===== config.mk =====
export PLATFORM = sky130hd
export DESIGN_NAME = flag_alu
export DESIGN_NICKNAME = d
export VERILOG_FILES = /design/src/rtl/alu_pkg.sv /design/src/rtl/alu_decode.sv /design/src/rtl/alu_adder.sv /design/src/rtl/alu_bitops.sv /design/src/rtl/flag_alu.sv
export SDC_FILE = /design/constraint.sdc
export NUM_CORES = 1
export LEC_CHECK = 0
export ABC_AREA = 1
export CORE_MARGIN = 2
export CORE_UTILIZATION = 48
export DETAILED_ROUTE_END_ITERATION = 8
export PLACE_DENSITY = 0.77
export SLEW_MARGIN = 20
export SYNTH_ARGS = -nofsm -noshare
export SYNTH_HDL_FRONTEND = slang
export SYNTH_SLANG_ARGS = --single-unit

===== constraint.sdc =====
create_clock -name vclk -period 9
set_input_delay 2.7 -clock vclk [all_inputs]
set_output_delay 2.7 -clock vclk [all_outputs]
set_load 0.01 [all_outputs]

===== src/rtl/alu_pkg.sv =====
package alu_pkg;

    localparam int OP_BITS = 4;

    typedef enum logic [OP_BITS-1:0] {
        OP_ADD = 4'd0,
        OP_SUB = 4'd1,
        OP_NEG = 4'd2,
        OP_CMP = 4'd3,
        OP_AND = 4'd4,
        OP_OR  = 4'd5,
        OP_XOR = 4'd6,
        OP_NOT = 4'd7,
        OP_TST = 4'd8,
        OP_SHL = 4'd9,
        OP_SHR = 4'd10,
        OP_SAR = 4'd11,
        OP_ROL = 4'd12,
        OP_ROR = 4'd13
    } alu_op_e;

    // Flag vector order used on every flag bus: {N,Z,C,V}
    typedef struct packed {
        logic n;
        logic z;
        logic c;
        logic v;
    } nzcv_t;

    typedef enum logic [1:0] {
        GRP_ARITH = 2'd0,
        GRP_BITOP = 2'd1,
        GRP_NONE  = 2'd2
    } grp_e;

    typedef struct packed {
        grp_e  grp;
        logic  x_zero;    // adder input X forced to zero
        logic  y_from_a;  // adder input Y taken from operand A
        logic  y_inv;     // invert adder input Y
        logic  cin;       // adder carry-in
        logic  res_we;
        nzcv_t fwe;
        logic  illegal;
    } alu_ctrl_t;

    localparam nzcv_t MASK_ALL  = '{n: 1'b1, z: 1'b1, c: 1'b1, v: 1'b1};
    localparam nzcv_t MASK_NZ   = '{n: 1'b1, z: 1'b1, c: 1'b0, v: 1'b0};
    localparam nzcv_t MASK_NZC  = '{n: 1'b1, z: 1'b1, c: 1'b1, v: 1'b0};
    localparam nzcv_t MASK_NONE = '{n: 1'b0, z: 1'b0, c: 1'b0, v: 1'b0};

    function automatic alu_ctrl_t arith_ctrl(logic x_zero, logic y_from_a,
                                             logic y_inv, logic cin, logic we);
        alu_ctrl_t c;
        c.grp      = GRP_ARITH;
        c.x_zero   = x_zero;
        c.y_from_a = y_from_a;
        c.y_inv    = y_inv;
        c.cin      = cin;
        c.res_we   = we;
        c.fwe      = MASK_ALL;
        c.illegal  = 1'b0;
        return c;
    endfunction

    function automatic alu_ctrl_t bitop_ctrl(nzcv_t mask, logic we);
        alu_ctrl_t c;
        c.grp      = GRP_BITOP;
        c.x_zero   = 1'b0;
        c.y_from_a = 1'b0;
        c.y_inv    = 1'b0;
        c.cin      = 1'b0;
        c.res_we   = we;
        c.fwe      = mask;
        c.illegal  = 1'b0;
        return c;
    endfunction

endpackage


===== src/rtl/alu_decode.sv =====
module alu_decode
    import alu_pkg::*;
(
    input  logic [OP_BITS-1:0] opcode,
    output alu_ctrl_t          ctrl
);
    always_comb begin
        ctrl         = bitop_ctrl(MASK_NONE, 1'b0);
        ctrl.grp     = GRP_NONE;
        ctrl.illegal = 1'b1;
        case (opcode)
            OP_ADD:  ctrl = arith_ctrl(1'b0, 1'b0, 1'b0, 1'b0, 1'b1);
            OP_SUB:  ctrl = arith_ctrl(1'b0, 1'b0, 1'b1, 1'b1, 1'b1);
            OP_NEG:  ctrl = arith_ctrl(1'b1, 1'b1, 1'b1, 1'b1, 1'b1);
            OP_CMP:  ctrl = arith_ctrl(1'b0, 1'b0, 1'b1, 1'b1, 1'b0);
            OP_AND,
            OP_OR,
            OP_XOR,
            OP_NOT:  ctrl = bitop_ctrl(MASK_NZ, 1'b1);
            OP_TST:  ctrl = bitop_ctrl(MASK_NZ, 1'b0);
            OP_SHL,
            OP_SHR,
            OP_SAR,
            OP_ROL,
            OP_ROR:  ctrl = bitop_ctrl(MASK_NZC, 1'b1);
            default: ;
        endcase
    end
endmodule


===== src/rtl/alu_adder.sv =====
module alu_adder
    import alu_pkg::*;
#(
    parameter int WIDTH = 32
) (
    input  logic [WIDTH-1:0] op_a,
    input  logic [WIDTH-1:0] op_b,
    input  alu_ctrl_t        ctrl,
    output logic [WIDTH-1:0] sum,
    output logic             carry_out,
    output logic             overflow
);
    localparam int LOW = WIDTH - 1;

    logic [WIDTH-1:0] add_x;
    logic [WIDTH-1:0] add_y;
    logic [WIDTH:0]   full;
    logic [LOW:0]     low_part;
    logic             carry_into_msb;

    always_comb begin
        add_x    = ctrl.x_zero ? '0 : op_a;
        add_y    = ctrl.y_from_a ? op_a : op_b;
        add_y    = ctrl.y_inv ? ~add_y : add_y;
        full     = {1'b0, add_x} + {1'b0, add_y} + {{WIDTH{1'b0}}, ctrl.cin};
        low_part = {1'b0, add_x[LOW-1:0]} + {1'b0, add_y[LOW-1:0]}
                 + {{LOW{1'b0}}, ctrl.cin};
        carry_into_msb = low_part[LOW];
    end

    assign sum       = full[WIDTH-1:0];
    assign carry_out = full[WIDTH];
    assign overflow  = carry_out ^ carry_into_msb;
endmodule


===== src/rtl/alu_bitops.sv =====
module alu_bitops
    import alu_pkg::*;
#(
    parameter int WIDTH = 32
) (
    input  logic [WIDTH-1:0]   op_a,
    input  logic [WIDTH-1:0]   op_b,
    input  logic [OP_BITS-1:0] opcode,
    input  logic               carry_in,
    output logic [WIDTH-1:0]   value,
    output logic               shift_c
);
    localparam int MSB = WIDTH - 1;

    always_comb begin
        value   = '0;
        shift_c = 1'b0;
        case (opcode)
            OP_AND, OP_TST: value = op_a & op_b;
            OP_OR:          value = op_a | op_b;
            OP_XOR:         value = op_a ^ op_b;
            OP_NOT:         value = ~op_a;
            OP_SHL: begin
                value   = {op_a[MSB-1:0], 1'b0};
                shift_c = op_a[MSB];
            end
            OP_SHR: begin
                value   = {1'b0, op_a[MSB:1]};
                shift_c = op_a[0];
            end
            OP_SAR: begin
                value   = {op_a[MSB], op_a[MSB:1]};
                shift_c = op_a[0];
            end
            OP_ROL: begin
                value   = {op_a[MSB-1:0], carry_in};
                shift_c = op_a[MSB];
            end
            OP_ROR: begin
                value   = {carry_in, op_a[MSB:1]};
                shift_c = op_a[0];
            end
            default: ;
        endcase
    end
endmodule


===== src/rtl/flag_alu.sv =====
module flag_alu
    import alu_pkg::*;
#(
    parameter int WIDTH = 32
) (
    input  logic [WIDTH-1:0]   op_a,
    input  logic [WIDTH-1:0]   op_b,
    input  logic [OP_BITS-1:0] opcode,
    input  logic               carry_in,
    output logic [WIDTH-1:0]   result,
    output logic               res_we,
    output logic [3:0]         flags,
    output logic [3:0]         flag_we,
    output logic               illegal_op
);
    localparam int MSB = WIDTH - 1;

    alu_ctrl_t        ctrl;
    logic [WIDTH-1:0] sum;
    logic             add_c;
    logic             add_v;
    logic [WIDTH-1:0] bit_val;
    logic             bit_c;
    nzcv_t            raw;
    nzcv_t            masked;

    alu_decode u_dec (
        .opcode (opcode),
        .ctrl   (ctrl)
    );

    alu_adder #(.WIDTH(WIDTH)) u_add (
        .op_a      (op_a),
        .op_b      (op_b),
        .ctrl      (ctrl),
        .sum       (sum),
        .carry_out (add_c),
        .overflow  (add_v)
    );

    alu_bitops #(.WIDTH(WIDTH)) u_bit (
        .op_a     (op_a),
        .op_b     (op_b),
        .opcode   (opcode),
        .carry_in (carry_in),
        .value    (bit_val),
        .shift_c  (bit_c)
    );

    always_comb begin
        case (ctrl.grp)
            GRP_ARITH: result = sum;
            GRP_BITOP: result = bit_val;
            default:   result = '0;
        endcase
        raw.n  = result[MSB];
        raw.z  = (result == '0);
        raw.c  = (ctrl.grp == GRP_ARITH) ? add_c : bit_c;
        raw.v  = add_v;
        masked = raw & ctrl.fwe;
    end

    assign res_we     = ctrl.res_we;
    assign flags      = masked;
    assign flag_we    = ctrl.fwe;
    assign illegal_op = ctrl.illegal;

    // Checks relating the decoder, the adder and the output mux.
    always_comb begin

        if (opcode == OP_ADD)
            add_ovf_chk: assert (flags[0] == ((op_a[MSB] == op_b[MSB]) && (result[MSB] != op_a[MSB])))
                else $error("add overflow rule broken");

        if (opcode == OP_SUB || opcode == OP_CMP)
            sub_ovf_chk: assert (flags[0] == ((op_a[MSB] != op_b[MSB]) && (result[MSB] != op_a[MSB])))
                else $error("subtract overflow rule broken");

        if (opcode == OP_CMP || opcode == OP_TST)
            no_write_chk: assert (!res_we && flag_we[3] && flag_we[2])
                else $error("compare or test wrote a result");

        if (opcode inside {OP_AND, OP_OR, OP_XOR, OP_NOT, OP_TST})
            logic_cv_chk: assert (flag_we[1:0] == 2'b00 && flags[1:0] == 2'b00)
                else $error("logical op touched C or V");

        if (illegal_op)
            illegal_quiet_chk: assert (result == '0 && !res_we && flag_we == 4'b0000)
                else $error("illegal op not silenced");

        if (flag_we[2])
            zero_flag_chk: assert (flags[2] == ~|result)
                else $error("Z does not match result");
    end
endmodule


==> results of run 1 <==
==> metrics by stage <==
stage / setup TNS, ps / cell area (um2) / hold WS, ps / power [uW]
floorplan: 0 / 5580 / 5530 / 316
global placement: -2260 / 8360 / 6580 / 677
detailed placement: -2290 / 8360 / 6580 / 681
CTS: -47.1 / 8500 / 6510 / 703
global route: -541 / 8950 / 6470 / 846
finish: 0 / 8950 / 6400 / 787
==> metal layers <==
layer	share of wire, %	vias up	wire length (um)	GRT usage [%]
met2	42	479	10300	53.9
li1	-	4015	-	-
met1	45	3723	11200	57.2
met5	0	-	0	0
met4	1.6	0	392	4.61
met3	12	33	2880	6.59
==> Yosys cell counts, types with 2 or more instances <==
library cell and instances:
nor2_2 2, nand3b_1 5, buf_2 9, xor2_1 31, o221ai_1 17, inv_1 150
o21ai_0 69, and2_1 2, nand2_1 268, a21o_1 3, nand2_2 6, buf_6 2
nor4_1 3, o21ai_1 13, nor3b_1 2, a211oi_1 18, nand3_1 43, nor2_1 131
o21a_1 3, clkbuf_1 16, nand4_1 11, ha_1 95, o21bai_1 4, inv_2 7
a31oi_1 2, nor2_4 2, a21oi_1 59, o22ai_1 24, nor3_1 10, buf_4 3
buf_1 3, o211ai_1 7
==> cells in the final DEF, fill, tap and decap left out, types with 3 or more instances in the layout <==
cell / netlist / layout
nand2_1: 268 / 247
buf_4: 3 / 220
inv_1: 150 / 149
nor2_1: 131 / 104
clkdlybuf4s50_1: 0 / 93
ha_1: 95 / 87
o21ai_1: 13 / 42
nand3_1: 43 / 39
a21oi_1: 59 / 31
xor2_1: 31 / 29
nor2_2: 2 / 28
nand2_2: 6 / 26
o21ai_0: 69 / 26
a21oi_2: 0 / 25
o22ai_1: 24 / 24
a211oi_1: 18 / 18
o221ai_1: 17 / 17
o21ai_2: 1 / 12
nand4_1: 11 / 11
dlymetal6s2s_1: 0 / 11
inv_2: 7 / 8
o211ai_1: 7 / 7
ha_2: 0 / 7
nor3_1: 10 / 6
buf_12: 0 / 6
nand3_2: 1 / 5
nor3_2: 1 / 5
nand3b_1: 5 / 5
buf_6: 2 / 5
o21bai_1: 4 / 4
nor2_4: 2 / 3
a21oi_4: 0 / 3
a21o_1: 3 / 3
o21ai_4: 0 / 3
o21a_1: 3 / 3
==> repair_timing <==
action,in CTS,in global routing
pin swaps,11,38
gates resized for setup,60,130
setup buffers,2,16
setup endpoints to repair,18,24
==> power by group <==
group / internal, uW / switching (uW) / total (uW)
Combinational: 367 / 421 / 787
Clock: 0 / 0 / 0
Sequential: 0 / 0 / 0
==> cell families (layout without fill, tap and decap cells) <==
| family | after synthesis | in the layout | synth area share (%) |
|---|---|---|---|
| AND/OR/NAND/NOR | 489 | 489 | 36.5 |
| AO/OA/AOI/OAI | 223 | 223 | 23.6 |
| buffers and inverters | 190 | 495 | 13.4 |
| adder cells (fa/ha/maj) | 96 | 96 | 21.6 |
| XOR/XNOR | 31 | 31 | 4.86 |
==> critical path, cell delays in order <==
cell and delay [ps]:
clkdlybuf4s50_1 490, inv_2 50, nor2_2 110, nand2_2 130, buf_6 170, nand2_1 70, o21ai_1 80, xor2_1 150
ha_1 320, buf_4 150, nand2_1 100, inv_1 90, a21oi_2 200, buf_4 150, o21ai_0 80, a21oi_1 190
nand2_2 110, buf_4 150, o21ai_4 140, nand2_1 100, nor2_1 140, nand3_1 110, nor2_2 130, clkbuf_2 140
==> how the worst max path moves through the flow <==
stage	startpoint	to	slack, ps	cells past startpoint
3_5_place_dp	opcode[1]	flags[2]	-500	18
4_1_cts	opcode[1]	flags[2]	-50	21
3_3_place_gp	opcode[1]	flags[2]	-560	18
2_1_floorplan	opcode[2]	flags[2]	760	19
5_1_grt	opcode[1]	flags[2]	-200	24
6_report	opcode[1]	flags[2]	40	24
==> final cells by class <==
cell class | count | area (um2)
Multi-Input combinational cell | 839 | 5270
Fill cell | 916 | 2410
Tap cell | 143 | 179
Timing Repair Buffer | 338 | 2920
Inverter | 157 | 589
==> results.md, run 1 <==
- Final setup violation count: 0
- PortBufs: 111
- Placed Instances: 1459
- YS warnings: 0
- Die footprint: 0.0125 mm2
- Fin. Hold Viols: 0
- Hold Path End: result[18]
- Total Routed Length: 24.8 mm
- Cts hold-fix bufs: 0
- Final WS setup: 41.8 ps
- Slew margin rel.: 52.5%
- TritonRoute pass-1 iters: 5
- Area of the mapped netlist: 0.00558 mm2
- Layout area overhead: 60.4%
- Vias in the first global route: 7296
- Initial antenna violation count: 0
- Gr ovfl total: 0
- DP Worst Slack: -505 ps
- VDD IR max: 0.0681 mV
- Synth area leaders: ha_1, nand2_1, inv_1
- Post-synthesis sequential area ratio: 0%
- WS Path Type: in2out
- Fin. max-slew vios: 0
- RSZ-0062 raised after global routing: yes
- Detail Route Antenna Nets: 0
- Hold WC Path Type: in2out
- Post-synthesis net count: 1194
- Max-cap violations: 0
- Sequential cells: 0
- Hold path cells: 5
- N_diodes: 0
- Arrival time at the worst endpoint: 6260 ps
- Fmax achieved: 0.112 GHz
- Worst hold start: op_b[18]
- Gr usage total: 36.9%
- Final-stage net count: 1501
- Drt initial violations: 1095
- Util after Layout: 78.8%
- Synth top area share: 21.3%
- Hpwl dp: 19.9 mm
- Slew @ Worst Pin: 709 ps
- Core region area: 0.0114 mm2
- RePlAce Congestion: 1.01
- Layout Cells excl Fill: 1477
- Layout cells sized above 1: 27.6%
- Vias per inst: 5.59
- Largest net degree at the start of global routing: 31
- Crit end category: primary output
- DIE WIDTH: 112 um
- Pleak: 0.00485 uW
- Outcome: completed
- # DRC: 0
- Startpoint types: primary input
- Crit path required time: 6300 ps
- Die Span Y: 112 um
- Area leader, netlist: ha_1
- Vias: 8250
- Crit-path max FO: 13
- Syn_area_per_cell: 5.43 um2
- I/O pin cnt: 111
- Fin crit share: 99.5%
- Post-layout min period: 8960 ps
- Row count: 39
- Drt wl/cell: 16.8 um
- Cells after Synth: 1029
- PD cells: 87.9 mW/mm2
- First-pass GRT wire length: 37.8 mm
- Register Area: 0 um2
- Unique masters post-synth: 41
- Starting Density: 49.1%
- Clk_buf instances: 0
No activity file was read; power rests on OpenSTA's default activity.
==> run 2, diff against run 1 <==
DONT_BUFFER_PORTS = 1   (was default)
PLACE_DENSITY = 0.65   (was 0.77)
==> run 2 against run 1 <==
Against the previous run:
- total power shrank 42%
- combinational power shrank 42%
- fmax grew 3.3%
- critical endpoint unchanged
==> results.md, run 2 (same netlist as run 1, synthesis figures left out) <==
- Outcome: completed
- Total Routed Length: 20.0 mm (-19%)
- Row count: 39 (unchanged)
- Sum Neg Setup Slack: 0 ps (unchanged)
- Util after Layout: 51.9% (-27 points)
- Drt initial violations: 718 (-34%)
- Vias per inst: 5.80 (+3.9%)
- I/O pin cnt: 111 (unchanged)
- Crit-path max cell delay: 660 ps (+170 ps)
- TritonRoute pass-1 iters: 5 (unchanged)
- Final-stage net count: 1199 (-20%)
- Initial antenna violation count: 0 (unchanged)
- PortBufs: 0 (-100%)
- Fmax achieved: 0.115 GHz (+3.3%)
- Arrival time at the worst endpoint: 5970 ps (-290 ps)
- Vias in the first global route: 6093 (-16%)
- Hold path cells: 1 (-4)
- Slew margin rel.: 43.7% (-8.9 points)
- Cts hold-fix bufs: 0 (unchanged)
- Post-route cell area: 0.00590 mm2 (-34%)
- Commonest non-fill, non-tap cell in the layout: nand2_1
- # fillers: 1225 (+34%)
- Gr ovfl total: 0 (unchanged)
- Die footprint: 0.0125 mm2 (unchanged)
- Layout area overhead: 5.76%
- First-pass GRT wire length: 31.1 mm (-18%)
- # DRC: 0 (unchanged)
- Hold Slack: 5540 ps (-866 ps)
- Max-cap violations: 0 (unchanged)
- Fin. Hold Viols: 0 (unchanged)
- WS Path Type: in2out
- VDD IR max: 0.0292 mV (-57%)
- Worst hold start: opcode[3]
- RePlAce Congestion: 1.03 (+2.8%)
- PD cells: 77.1 mW/mm2 (-12%)
- Layout cells sized above 1: 6.20% (-21 points)
- Hpwl dp: 16.6 mm (-17%)
- Layout Cells excl Fill: 1175 (-20%)
- Hold WC Path Type: in2out
- Final setup violation count: 0 (unchanged)
- Starting Density: 49.1% (unchanged)
- Crit-path max FO: 16 (+3)
- Largest net degree at the start of global routing: 35 (+13%)
- DIE WIDTH: 112 um (unchanged)
- Fin. max-slew vios: 0 (unchanged)
- Sequential cells: 0 (unchanged)
- Hold Path End: res_we
- Drt wl/cell: 17.0 um (+1.4%)
- Placed Instances: 1167 (-20%)
- Startpoint types: primary input
- Gr usage total: 30.1% (-6.8 points)
- Slowest cell on crit path: a2111oi_0
- Pleak: 0.00328 uW (-32%)
- RSZ-0062 raised after global routing: no
- Die Span Y: 112 um (unchanged)
- Multi-input gate area: 0.00486 mm2 (-7.8%)
- Slew @ Worst Pin: 824 ps (+114 ps)
- N_diodes: 0 (unchanged)
- Fin crit share: 96.3% (-3.2 points)
- Core region area: 0.0114 mm2 (unchanged)
- Crit path required time: 6300 ps (about the same)
- Crit end category: primary output
- Cell Chain, Critical Path: nor2_4 > inv_2 > nor2_4 > buf_4 > xor2_1 > ha_1 > a21oi_1 > nor2_1 > nor2_1 > nor2_1 > a2111oi_0 > nand3_1 > nand3_1 > nand2_1 > inv_2 > nand4_1 > nor2_2
- Post-layout min period: 8670 ps (-288 ps)
- Most common cell on crit path: nor2_1
- Detail Route Antenna Nets: 0 (unchanged)
- Clk_buf instances: 0 (unchanged)
- Register Area: 0 um2 (unchanged)
- Most frequent cells in the layout: nand2_1, inv_1, nor2_1
- Post-DP Area: 0.00582 mm2 (-30%)
- Vias: 6819 (-17%)
-- run 2: cell types whose count changed in the layout (fill, tap and decap cells not counted), moves of 7 or more --
cell             change
buf_4              -186
clkdlybuf4s50_1     -93
nor2_2              -25
o21ai_2             -11
ha_1                 +7
o21ai_0             +42
dlymetal6s2s_1      -11
a21oi_1             +27
nand2_1             +20
nor2_1              +25
nand2_2             -19
a21oi_2             -24
o21ai_1             -28
-- run 2: worst max path at each step --
stage          startpoint  endpoint  depth (start not counted)
2_1_floorplan   opcode[2]  flags[2]                         19
3_3_place_gp    opcode[1]  flags[2]                         22
3_5_place_dp    opcode[2]  flags[2]                         20
4_1_cts         opcode[2]  flags[2]                         20
5_1_grt         opcode[2]  flags[2]                         19
6_report        opcode[2]  flags[2]                         17
-- run 2: final cells by class --
| class | instances | area share, % |
|---|---|---|
| Timing Repair Buffer | 35 | 4.58 |
| Multi-Input combinational cell | 840 | 82.3 |
| Inverter | 157 | 10.0 |
| Tap cell | 143 | 3.03 |
-- run 2: worst max-delay path, delay by kind of cell --
| kind | cells | cell delay (ps) |
|---|---|---|
| buf+inv | 3 | 470 |
| fa+ha+maj | 1 | 300 |
| simple gates | 10 | 1370 |
| xor+xnor | 1 | 180 |
| compound gates | 2 | 930 |
-- run 2: routing by layer --
layer  GRT usage [%]  vias to the layer above  routed length [um]  part of all wire (%)
li1                -                     3405                   -                     -
met3            4.46                       24                2160                    11
met4            5.60                        0                 391                   2.0
met2            43.0                      340                8040                    40
met1            47.2                     3050                9410                    47
met5               0                        -                   0                     0
-- run 2: timing repair --
| action | 4_1_cts | 5_1_grt |
|---|---|---|
| resized for setup | 0 | 9 |
| setup endpoints to repair | 0 | 1 |
| buffers inserted | 0 | 7 |
-- run 2: report_power, final --
| part | internal (uW) | total (uW) | leakage, uW | switching [uW] |
|---|---|---|---|---|
| combinational | 152 | 455 | 0.00328 | 303 |
| clock | 0 | 0 | 0 | 0 |
| sequential | 0 | 0 | 0 | 0 |
| total | 152 | 455 | 0.00328 | 303 |
-- run 2: stage by stage --
stage / setup slack (ps) / total power, uW
CTS: 176 / 439
global placement: 212 / 437
finish: 330 / 455
global route: 32.2 / 504
detailed placement: 196 / 436
floorplan: 758 / 316
